## config.mk

```make
export PLATFORM = sky130hd
export DESIGN_NAME = bankmap_top
export DESIGN_NICKNAME = d
export VERILOG_FILES = /design/src/rtl/bankmap_pkg.sv /design/src/rtl/bankmap_cpu_decode.sv /design/src/rtl/bankmap_regs.sv /design/src/rtl/bankmap_prg_map.sv /design/src/rtl/bankmap_chr_map.sv /design/src/rtl/bankmap_top.sv
export SDC_FILE = /design/constraint.sdc
export NUM_CORES = 1
export LEC_CHECK = 0
export ABC_AREA = 1
export BUFFER_PORTS_ARGS = -buffer_cell sky130_fd_sc_hd__buf_2
export CORE_MARGIN = 2
export CORE_UTILIZATION = 23
export CTS_CLUSTER_SIZE = 16
export DETAILED_ROUTE_END_ITERATION = 6
export GPL_TIMING_DRIVEN = 0
export PLACE_DENSITY = 0.43
export SLEW_MARGIN = 20
export SYNTH_ARGS = -nofsm -noshare
export SYNTH_HDL_FRONTEND = slang
export SYNTH_HIERARCHICAL = 1
export SYNTH_SLANG_ARGS = --single-unit
```

## constraint.sdc

```tcl
create_clock -name clk -period 1.8 [get_ports clk]
set_input_delay 0.18 -clock clk [delete_from_list [all_inputs] [get_ports clk]]
set_output_delay 0.18 -clock clk [all_outputs]
set_load 0.1 [all_outputs]
```

## src/rtl/bankmap_pkg.sv

```systemverilog
package bankmap_pkg;

    localparam int PTR_W        = 4;
    localparam int CHR_WIN      = 8;
    localparam int PRG_WIN      = 4;
    localparam int CHR_SEL_W    = $clog2(CHR_WIN);
    localparam int PRG_REG_BASE = CHR_WIN;

    localparam logic [PTR_W-1:0] SEL_CTR_CTL = 4'd13;
    localparam logic [PTR_W-1:0] SEL_CTR_LO  = 4'd14;
    localparam logic [PTR_W-1:0] SEL_CTR_HI  = 4'd15;

    typedef enum logic [2:0] {
        RGN_LOW,
        RGN_W6,
        RGN_W8,
        RGN_WA,
        RGN_WC,
        RGN_WE
    } cpu_rgn_t;

    function automatic cpu_rgn_t region_of(input logic [2:0] a_hi);
        cpu_rgn_t r;
        unique case (a_hi)
            3'b011:  r = RGN_W6;
            3'b100:  r = RGN_W8;
            3'b101:  r = RGN_WA;
            3'b110:  r = RGN_WC;
            3'b111:  r = RGN_WE;
            default: r = RGN_LOW;
        endcase
        return r;
    endfunction

endpackage

```

## src/rtl/bankmap_cpu_decode.sv

```systemverilog
module bankmap_cpu_decode
    import bankmap_pkg::*;
(
    input  logic [2:0] cpu_a_hi,
    input  logic       cpu_en,
    input  logic       cpu_wr,
    output cpu_rgn_t   rgn,
    output logic       ptr_we,
    output logic       data_we,
    output logic       rd_act
);

    always_comb begin
        rgn     = region_of(cpu_a_hi);
        ptr_we  = 1'b0;
        data_we = 1'b0;
        rd_act  = cpu_en & ~cpu_wr;
        if (cpu_en && cpu_wr) begin
            unique case (rgn)
                RGN_W8:  ptr_we  = 1'b1;
                RGN_WA:  data_we = 1'b1;
                default: ;
            endcase
        end
    end

endmodule

```

## src/rtl/bankmap_regs.sv

```systemverilog
module bankmap_regs
    import bankmap_pkg::*;
#(
    parameter int CHR_BANK_W = 8,
    parameter int PRG_BANK_W = 4
) (
    input  logic                                 clk,
    input  logic                                 rst_n,
    input  logic                                 ptr_we,
    input  logic                                 data_we,
    input  logic [7:0]                           wdata,
    output logic [PTR_W-1:0]                     ptr_q,
    output logic [CHR_WIN-1:0][CHR_BANK_W-1:0]   chr_q,
    output logic [PRG_WIN-1:0][PRG_BANK_W-1:0]   prg_q,
    output logic                                 ctr_ctl_we,
    output logic                                 ctr_lo_we,
    output logic                                 ctr_hi_we
);

    always_ff @(posedge clk) begin
        if (!rst_n)
            ptr_q <= '0;
        else if (ptr_we)
            ptr_q <= wdata[PTR_W-1:0];
    end

    for (genvar g = 0; g < CHR_WIN; g++) begin : g_chr
        localparam logic [PTR_W-1:0] SEL = PTR_W'(g);
        logic [CHR_BANK_W-1:0] slot;
        always_ff @(posedge clk) begin
            if (!rst_n)
                slot <= '0;
            else if (data_we && ptr_q == SEL)
                slot <= wdata[CHR_BANK_W-1:0];
        end
        assign chr_q[g] = slot;
    end

    for (genvar g = 0; g < PRG_WIN; g++) begin : g_prg
        localparam logic [PTR_W-1:0] SEL = PTR_W'(PRG_REG_BASE + g);
        logic [PRG_BANK_W-1:0] slot;
        always_ff @(posedge clk) begin
            if (!rst_n)
                slot <= '0;
            else if (data_we && ptr_q == SEL)
                slot <= wdata[PRG_BANK_W-1:0];
        end
        assign prg_q[g] = slot;
    end

    always_comb begin
        ctr_ctl_we = data_we && (ptr_q == SEL_CTR_CTL);
        ctr_lo_we  = data_we && (ptr_q == SEL_CTR_LO);
        ctr_hi_we  = data_we && (ptr_q == SEL_CTR_HI);
    end

    AST_PTR_LOAD: assert property (@(posedge clk) disable iff (!rst_n)
        ptr_we |=> ptr_q == $past(wdata[PTR_W-1:0]));

    AST_PTR_HOLD: assert property (@(posedge clk) disable iff (!rst_n)
        !ptr_we |=> $stable(ptr_q));

    AST_BANK_HOLD: assert property (@(posedge clk) disable iff (!rst_n)
        !data_we |=> $stable(chr_q) && $stable(prg_q));

    AST_CTR_NO_BANK: assert property (@(posedge clk) disable iff (!rst_n)
        (data_we && ptr_q >= 4'd12) |=> $stable(chr_q) && $stable(prg_q));

    AST_CTR_ONEHOT: assert property (@(posedge clk) disable iff (!rst_n)
        $onehot0({ctr_ctl_we, ctr_lo_we, ctr_hi_we}));

endmodule

```

## src/rtl/bankmap_prg_map.sv

```systemverilog
module bankmap_prg_map
    import bankmap_pkg::*;
#(
    parameter int PRG_BANK_W = 4
) (
    input  cpu_rgn_t                              rgn,
    input  logic [PRG_WIN-1:0][PRG_BANK_W-1:0]    prg_q,
    output logic [PRG_BANK_W-1:0]                 prg_bank
);

    always_comb begin
        prg_bank = '0;
        unique case (rgn)
            RGN_W6:  prg_bank = prg_q[0];
            RGN_W8:  prg_bank = prg_q[1];
            RGN_WA:  prg_bank = prg_q[2];
            RGN_WC:  prg_bank = prg_q[3];
            RGN_WE:  prg_bank = '1;
            default: prg_bank = '0;
        endcase
    end

endmodule

```

## src/rtl/bankmap_chr_map.sv

```systemverilog
module bankmap_chr_map
    import bankmap_pkg::*;
#(
    parameter int CHR_BANK_W = 8
) (
    input  logic [CHR_SEL_W:0]                    ppu_a_hi,
    input  logic                                  ppu_en,
    input  logic [CHR_WIN-1:0][CHR_BANK_W-1:0]    chr_q,
    output logic [CHR_BANK_W-1:0]                 chr_bank,
    output logic                                  chr_cs,
    output logic                                  nt_a10
);

    always_comb begin
        chr_bank = chr_q[ppu_a_hi[CHR_SEL_W-1:0]];
        chr_cs   = ppu_en && !ppu_a_hi[CHR_SEL_W];
        nt_a10   = ppu_a_hi[0];
    end

endmodule

```

## src/rtl/bankmap_top.sv

```systemverilog
module bankmap_top
    import bankmap_pkg::*;
#(
    parameter int CHR_BANK_W = 8,
    parameter int PRG_BANK_W = 4
) (
    input  logic                  clk,
    input  logic                  rst_n,
    input  logic [2:0]            cpu_a_hi,
    input  logic [7:0]            cpu_data,
    input  logic                  cpu_en,
    input  logic                  cpu_wr,
    input  logic [CHR_SEL_W:0]    ppu_a_hi,
    input  logic                  ppu_en,
    output logic [PRG_BANK_W-1:0] prg_bank,
    output logic                  prg_cs,
    output logic [CHR_BANK_W-1:0] chr_bank,
    output logic                  chr_cs,
    output logic                  nt_a10,
    output logic [7:0]            ctr_wdata,
    output logic                  ctr_ctl_we,
    output logic                  ctr_lo_we,
    output logic                  ctr_hi_we
);

    cpu_rgn_t                             rgn;
    logic                                 ptr_we;
    logic                                 data_we;
    logic                                 rd_act;
    logic [PTR_W-1:0]                     ptr_q;
    logic [CHR_WIN-1:0][CHR_BANK_W-1:0]   chr_q;
    logic [PRG_WIN-1:0][PRG_BANK_W-1:0]   prg_q;

    bankmap_cpu_decode u_dec (
        .cpu_a_hi (cpu_a_hi),
        .cpu_en   (cpu_en),
        .cpu_wr   (cpu_wr),
        .rgn      (rgn),
        .ptr_we   (ptr_we),
        .data_we  (data_we),
        .rd_act   (rd_act)
    );

    bankmap_regs #(
        .CHR_BANK_W (CHR_BANK_W),
        .PRG_BANK_W (PRG_BANK_W)
    ) u_regs (
        .clk        (clk),
        .rst_n      (rst_n),
        .ptr_we     (ptr_we),
        .data_we    (data_we),
        .wdata      (cpu_data),
        .ptr_q      (ptr_q),
        .chr_q      (chr_q),
        .prg_q      (prg_q),
        .ctr_ctl_we (ctr_ctl_we),
        .ctr_lo_we  (ctr_lo_we),
        .ctr_hi_we  (ctr_hi_we)
    );

    bankmap_prg_map #(
        .PRG_BANK_W (PRG_BANK_W)
    ) u_prg (
        .rgn      (rgn),
        .prg_q    (prg_q),
        .prg_bank (prg_bank)
    );

    bankmap_chr_map #(
        .CHR_BANK_W (CHR_BANK_W)
    ) u_chr (
        .ppu_a_hi (ppu_a_hi),
        .ppu_en   (ppu_en),
        .chr_q    (chr_q),
        .chr_bank (chr_bank),
        .chr_cs   (chr_cs),
        .nt_a10   (nt_a10)
    );

    assign prg_cs    = rd_act && (rgn != RGN_LOW);
    assign ctr_wdata = cpu_data;

    AST_FIXED_TOP: assert property (@(posedge clk) disable iff (!rst_n)
        (cpu_a_hi == 3'b111) |-> (prg_bank == '1));

    AST_PRG_CS_READ: assert property (@(posedge clk) disable iff (!rst_n)
        prg_cs |-> (cpu_en && !cpu_wr && cpu_a_hi >= 3'b011));

    AST_CHR_CS_RANGE: assert property (@(posedge clk) disable iff (!rst_n)
        chr_cs |-> !ppu_a_hi[CHR_SEL_W]);

    AST_LOW_NO_WRITE: assert property (@(posedge clk) disable iff (!rst_n)
        (cpu_en && cpu_wr && !cpu_a_hi[2]) |=>
            $stable(chr_q) && $stable(prg_q) && $stable(ptr_q));

endmodule

```

Word level (Yosys, flattened, before mapping)
Cells that the tools add are included.

storage, ports and cells
  register bits = 84
  input port bits = 20
  output and inout port bits = 26
  logic and storage cells = 69

cells by class
  $lt $le $gt $ge = 1
  eq/ne operators = 24
  mux-type cells = 8
  bitwise logic cells = 2
  reductions and logical operators = 21

operators by type and width
  kind                                                                           number
  4-bit equality test (second input constant)                                    7
  8-bit binary-select mux with 3-bit select                                      1
  4-bit one-hot mux with 5 select lines                                          1
  3-bit equality test (second input constant)                                    6
  1-bit logical AND                                                              18
  4-bit by 3-bit equality test with 1-bit output (second input constant)         4
  3-bit one-hot mux with 5 select lines                                          1
  3-bit by 2-bit equality test with 1-bit output (second input constant)         3
  4-bit by 2-bit equality test with 1-bit output (second input constant)         2
  8-bit 2-to-1 mux                                                               1
  4-bit by 1-bit equality test with 1-bit output (second input constant)         1
  4-bit zero test                                                                1
  3-bit by 4-bit less-than comparator with 1-bit output (second input constant)  1
  1-bit 2-to-1 mux                                                               4
  3-bit by 1-bit equality test with 1-bit output (second input constant)         1
  3-bit nonzero test                                                             1
  1-bit bitwise AND                                                              1
  1-bit zero test                                                                1
  1-bit NOT                                                                      1

Depth between registers and ports, before layout
  depth in word-level cells = 6
  mapped depth = 10
  mapped depth without buffers = 8

Hierarchy
The synthesis kept the hierarchy.

by module, submodules not included
  module              instances  cells an instance  area each (um^2)
  bankmap_regs        1          482                3,378.2
  bankmap_chr_map     1          217                948.4
  bankmap_prg_map     1          51                 195.2
  bankmap_top         1          12                 76.3
  bankmap_cpu_decode  1          14                 60.1

Least setup slack after synthesis
Ideal clock, no wire load.

  path type = input to output
  start point = input cpu_a_hi[2]
  end point = output prg_cs
  data arrival time = 2,017 ps
  path slack = -397 ps
  stages on the path = 4
  path buffers = 0
  path through = inv_1 > a21oi_2 > nor2_1 > a21oi_1

on the way
  cells in the longest elaborated chain, start to end = 4

ends and longest elaborated chain
  element                                                                                       line               RTL
  start, declared                                                                               bankmap_top.sv:9   input logic [2:0] cpu_a_hi,
  3-bit equality test / 3-bit by 2-bit equality test with 1-bit output (equally long branches)  bankmap_pkg.sv:24  unique case (a_hi)
  3-bit one-hot mux with 5 select lines (*)                                                     bankmap_pkg.sv:24
  via rgn[0]                                                                                    bankmap_top.sv:26  cpu_rgn_t rgn;
  3-bit nonzero test (*)                                                                        bankmap_top.sv:80  assign prg_cs = rd_act && (rgn != RGN_LOW);
  1-bit logical AND (*)                                                                         bankmap_top.sv:80
  end, declared                                                                                 bankmap_top.sv:16  output logic prg_cs,

The timed path passes the listed nets; every way through them passes the cells marked *.

Worst setup path after layout
  start point = register u_regs.ptr_q[1]
  end point = output ctr_lo_we

on the way
  cells in the longest elaborated chain, start to end = 2

ends and longest elaborated chain
  element                 line                RTL
  start, declared         bankmap_regs.sv:12  output logic [PTR_W-1:0] ptr_q,
  start signal, assigned  bankmap_regs.sv:24  ptr_q <= wdata[PTR_W-1:0];
  4-bit equality test     bankmap_regs.sv:53  ctr_lo_we = data_we && (ptr_q == SEL_CTR_LO);
  1-bit logical AND       bankmap_regs.sv:53
  end, declared           bankmap_top.sv:22   output logic ctr_lo_we,

Every way passes these cells.

==> flow_metrics.tcl <==
set metrics [dict create \
    drv_cap 0 \
    max-vdd-ir-drop_v 0.0004310 \
    grt_pass1_vias 3921 \
    clockRootBuffer "clkbuf_16" \
    postRouteAntennaNets 0 \
    r2r_end "u_regs/g_chr[7].slot[5]$_SDFFE_PN0P_" \
    avgSynthCellArea_um2 6.003 \
    crit_required_ns 1.62 \
    drive_above_1_share_pct 14.18 \
    crit_type "reg -> out" \
    die_h_um 146.3 \
    ys_ff_latch 84 \
    syn-num-nets 796 \
    crit_chain "nand3_4 -> nor2_2 -> buf_4" \
    htree_levels 3 \
    fin_util_pct 27.66 \
    internal_power_mw 3.126 \
    fillers 2362 \
    holdCritPathClass "in -> reg" \
    endpoint_kind "output port" \
    slew_headroom_pct 41.70 \
    cts_hold_buf 0 \
    gp_congestion 0.7907 \
    cp-start-kind "flop" \
    route.vias.total 4347 \
    synth_area_mm2 0.004658 \
    path_depth 3 \
    r2r_cells 6 \
    max_stage_delay_ns 0.51 \
    core_area_mm2 0.02004 \
    diodes 0 \
    finalHoldViolations 0 \
    grt_max_degree 13 \
    cp_max_fo 5 \
    timing.fmax_mhz 596.2 \
    final_cell_mix "252 x nand2_1, 198 x nor2_1, 105 x inv_1" \
    cts_buffer_depth 2 \
    pin_count 46 \
    final_nets 848 \
    seqPwrFrac_pct 42.6 \
    syn_to_final_growth_pct 18.99 \
    hold-path-cell-count 3 \
    r2r_setup_slack_ns 0.34 \
    p_sw_mw 1.266 \
    wl_um 13930 \
    min_period_over_period_pct 93.18 \
    postSynthCellCount 776 \
    endpoint "ctr_lo_we" \
    rows 52 \
    die_area_mm2 0.02141 \
    power_density_mw_per_mm2 792.5 \
    synth_cell_type_count 22 \
    crit_path_top_delay_cell "dfxtp_1" \
    cts_buffers 9 \
    post-route-min-period_ns 1.677 \
    clk_pin_slew_ns 0.06 \
    cts_tree "yes" \
    grt-ovfl-total 0 \
    rsz0062_at_grt "false" \
    dr.first_iter.drc_count 201 \
    placed_cell_area_mm2 0.005213 \
    arrival_ns 1.50 \
    r2r_start "u_regs/ptr_q[0]$_SDFFE_PN0P_" \
    wire_per_inst_um 12.64 \
    p_clk_share_pct 42.2 \
    yosysWarningCount 6 \
    grt.total_usage_pct 13.36 \
    antenna_found_initial 0 \
    crit_start "u_regs/ptr_q[1]$_SDFFE_PN0P_" \
    setup_viol 0 \
    port_buffers 41 \
    design_area_mm2 0.005543 \
    cp_num_buf_inv 1 \
    clock_sinks 84 \
    yosysSeqAreaShare_pct 36.10 \
    power_frac_comb_pct 15.2 \
    grt_pass1_wl_um 21800 \
    leakage_nw 2.451 \
    switching_share_pct 28.82 \
    finalClockSkew_ns 0.005865 \
    tightest_slew_ns 0.8745 \
    drv_slew 0 \
    status "complete, no violations" \
    die_width_um 146.3 \
    start_util_pct 23.25 \
    dp_hpwl_um 9953 \
    critical_path.top_delay_family "flip-flops" \
    final_common_cell "nand2_1" \
    remaining_drc_errors 0 \
    clkLatencyLatePin_ns 0.34 \
    vias_per_cell 3.945 \
    dr.pass1.iters 4 \
]
cell type report:
class / instances / area [um2] / area share (%)
multi-input cells: 539 / 2275 / 41.04
flip-flops and latches: 84 / 1682 / 30.34
inverters: 110 / 415.4 / 7.494
well taps: 270 / 337.8 / 6.095
plain buffers: 43 / 305.3 / 5.508
clock buffers: 13 / 250.2 / 4.515
repair buffers: 41 / 242.7 / 4.379
clock inverters: 2 / 35.03 / 0.6321
what timing repair did:
item	4_1_cts	5_1_grt
setup buffers	0	0
setup endpoints to repair	6	12
resized for setup	6	10
worst min-delay path by stage:
stage / to / from / slack, ns
finish: u_regs/g_chr[0].slot[5]$_SDFFE_PN0P_ / cpu_data[5] / 0.10
global route: u_regs/g_chr[0].slot[6]$_SDFFE_PN0P_ / cpu_data[6] / 0.10
floorplan: u_regs/g_chr[0].slot[0]$_SDFFE_PN0P_ / cpu_data[0] / 0.31
CTS: u_regs/g_chr[0].slot[5]$_SDFFE_PN0P_ / cpu_data[5] / 0.09
detailed placement: u_regs/g_chr[0].slot[6]$_SDFFE_PN0P_ / cpu_data[6] / 0.46
global placement: u_regs/g_chr[0].slot[6]$_SDFFE_PN0P_ / cpu_data[6] / 0.45
routing by layer:
layer	share of wire (%)	vias to the layer above	global-route usage, %
met1	50	1876	19.16
met4	0.47	0	2.961
met3	5.8	2	3.094
met5	0	-	0
met2	43	98	20.40
li1	-	2371	-
worst min-delay path, cell delays in order:
cell and delay (ns):
buf_2 0.10, nor2_1 0.04, nor2_1 0.08
power by group through the flow:
stage / sequential [mW] / clock (mW) / combinational, mW
after global placement: 1.91 / 0 / 0.663
after global routing: 1.87 / 1.98 / 0.721
after floorplan: 1.91 / 0 / 0.499
after CTS: 1.87 / 1.91 / 0.665
after detailed placement: 1.91 / 0 / 0.662
final: 1.87 / 1.85 / 0.667
cells in the mapped netlist:
| library cell | instances | area share, % |
|---|---|---|
| a21oi_1 | 5 | 0.54 |
| a21oi_2 | 1 | 0.19 |
| buf_1 | 1 | 0.081 |
| buf_2 | 4 | 0.43 |
| buf_4 | 12 | 1.9 |
| buf_6 | 11 | 2.7 |
| buf_8 | 1 | 0.32 |
| clkbuf_1 | 14 | 1.1 |
| dfxtp_1 | 84 | 36 |
| inv_1 | 105 | 8.5 |
| inv_2 | 4 | 0.32 |
| inv_4 | 1 | 0.13 |
| nand2_1 | 252 | 20 |
| nand2_2 | 12 | 1.6 |
| nand3_1 | 37 | 4.0 |
| nand3_2 | 1 | 0.21 |
| nand3_4 | 3 | 1.1 |
| nand4_1 | 12 | 1.6 |
| nor2_1 | 201 | 16 |
| nor2_2 | 4 | 0.54 |
| nor2_4 | 7 | 1.7 |
| o21ai_0 | 4 | 0.43 |
registers in the layout, indices dropped and copies added (netlist names):
register and count:
u_regs/g_chr.slot 64, u_regs/g_prg.slot 16, u_regs/ptr_q 4
logic make-up after synthesis:
logic type	Yosys count	share of synthesized area, %
AND/OR/NAND/NOR	529	47.27
flip-flops	84	36.10
buffers and inverters	153	15.47
AO/OA/AOI/OAI	10	1.155
metrics by stage:
| stage | TNS, ns | cells | setup WS (ns) | hold WS, ns | power (mW) |
|---|---|---|---|---|---|
| after CTS | 0 | 1102 | 0.002666 | 0.08576 | 4.450 |
| after floorplan | 0 | 776 | 0.07527 | 0.3149 | 2.411 |
| after global placement | -0.005741 | 1087 | -0.002149 | 0.4476 | 2.577 |
| final | 0 | 1102 | 0.1227 | 0.1010 | 4.393 |
| after detailed placement | -0.03315 | 1087 | -0.01287 | 0.4552 | 2.575 |
| after global routing | 0 | 1102 | 0.05018 | 0.1038 | 4.575 |
Power figures use the tool's default switching activity.
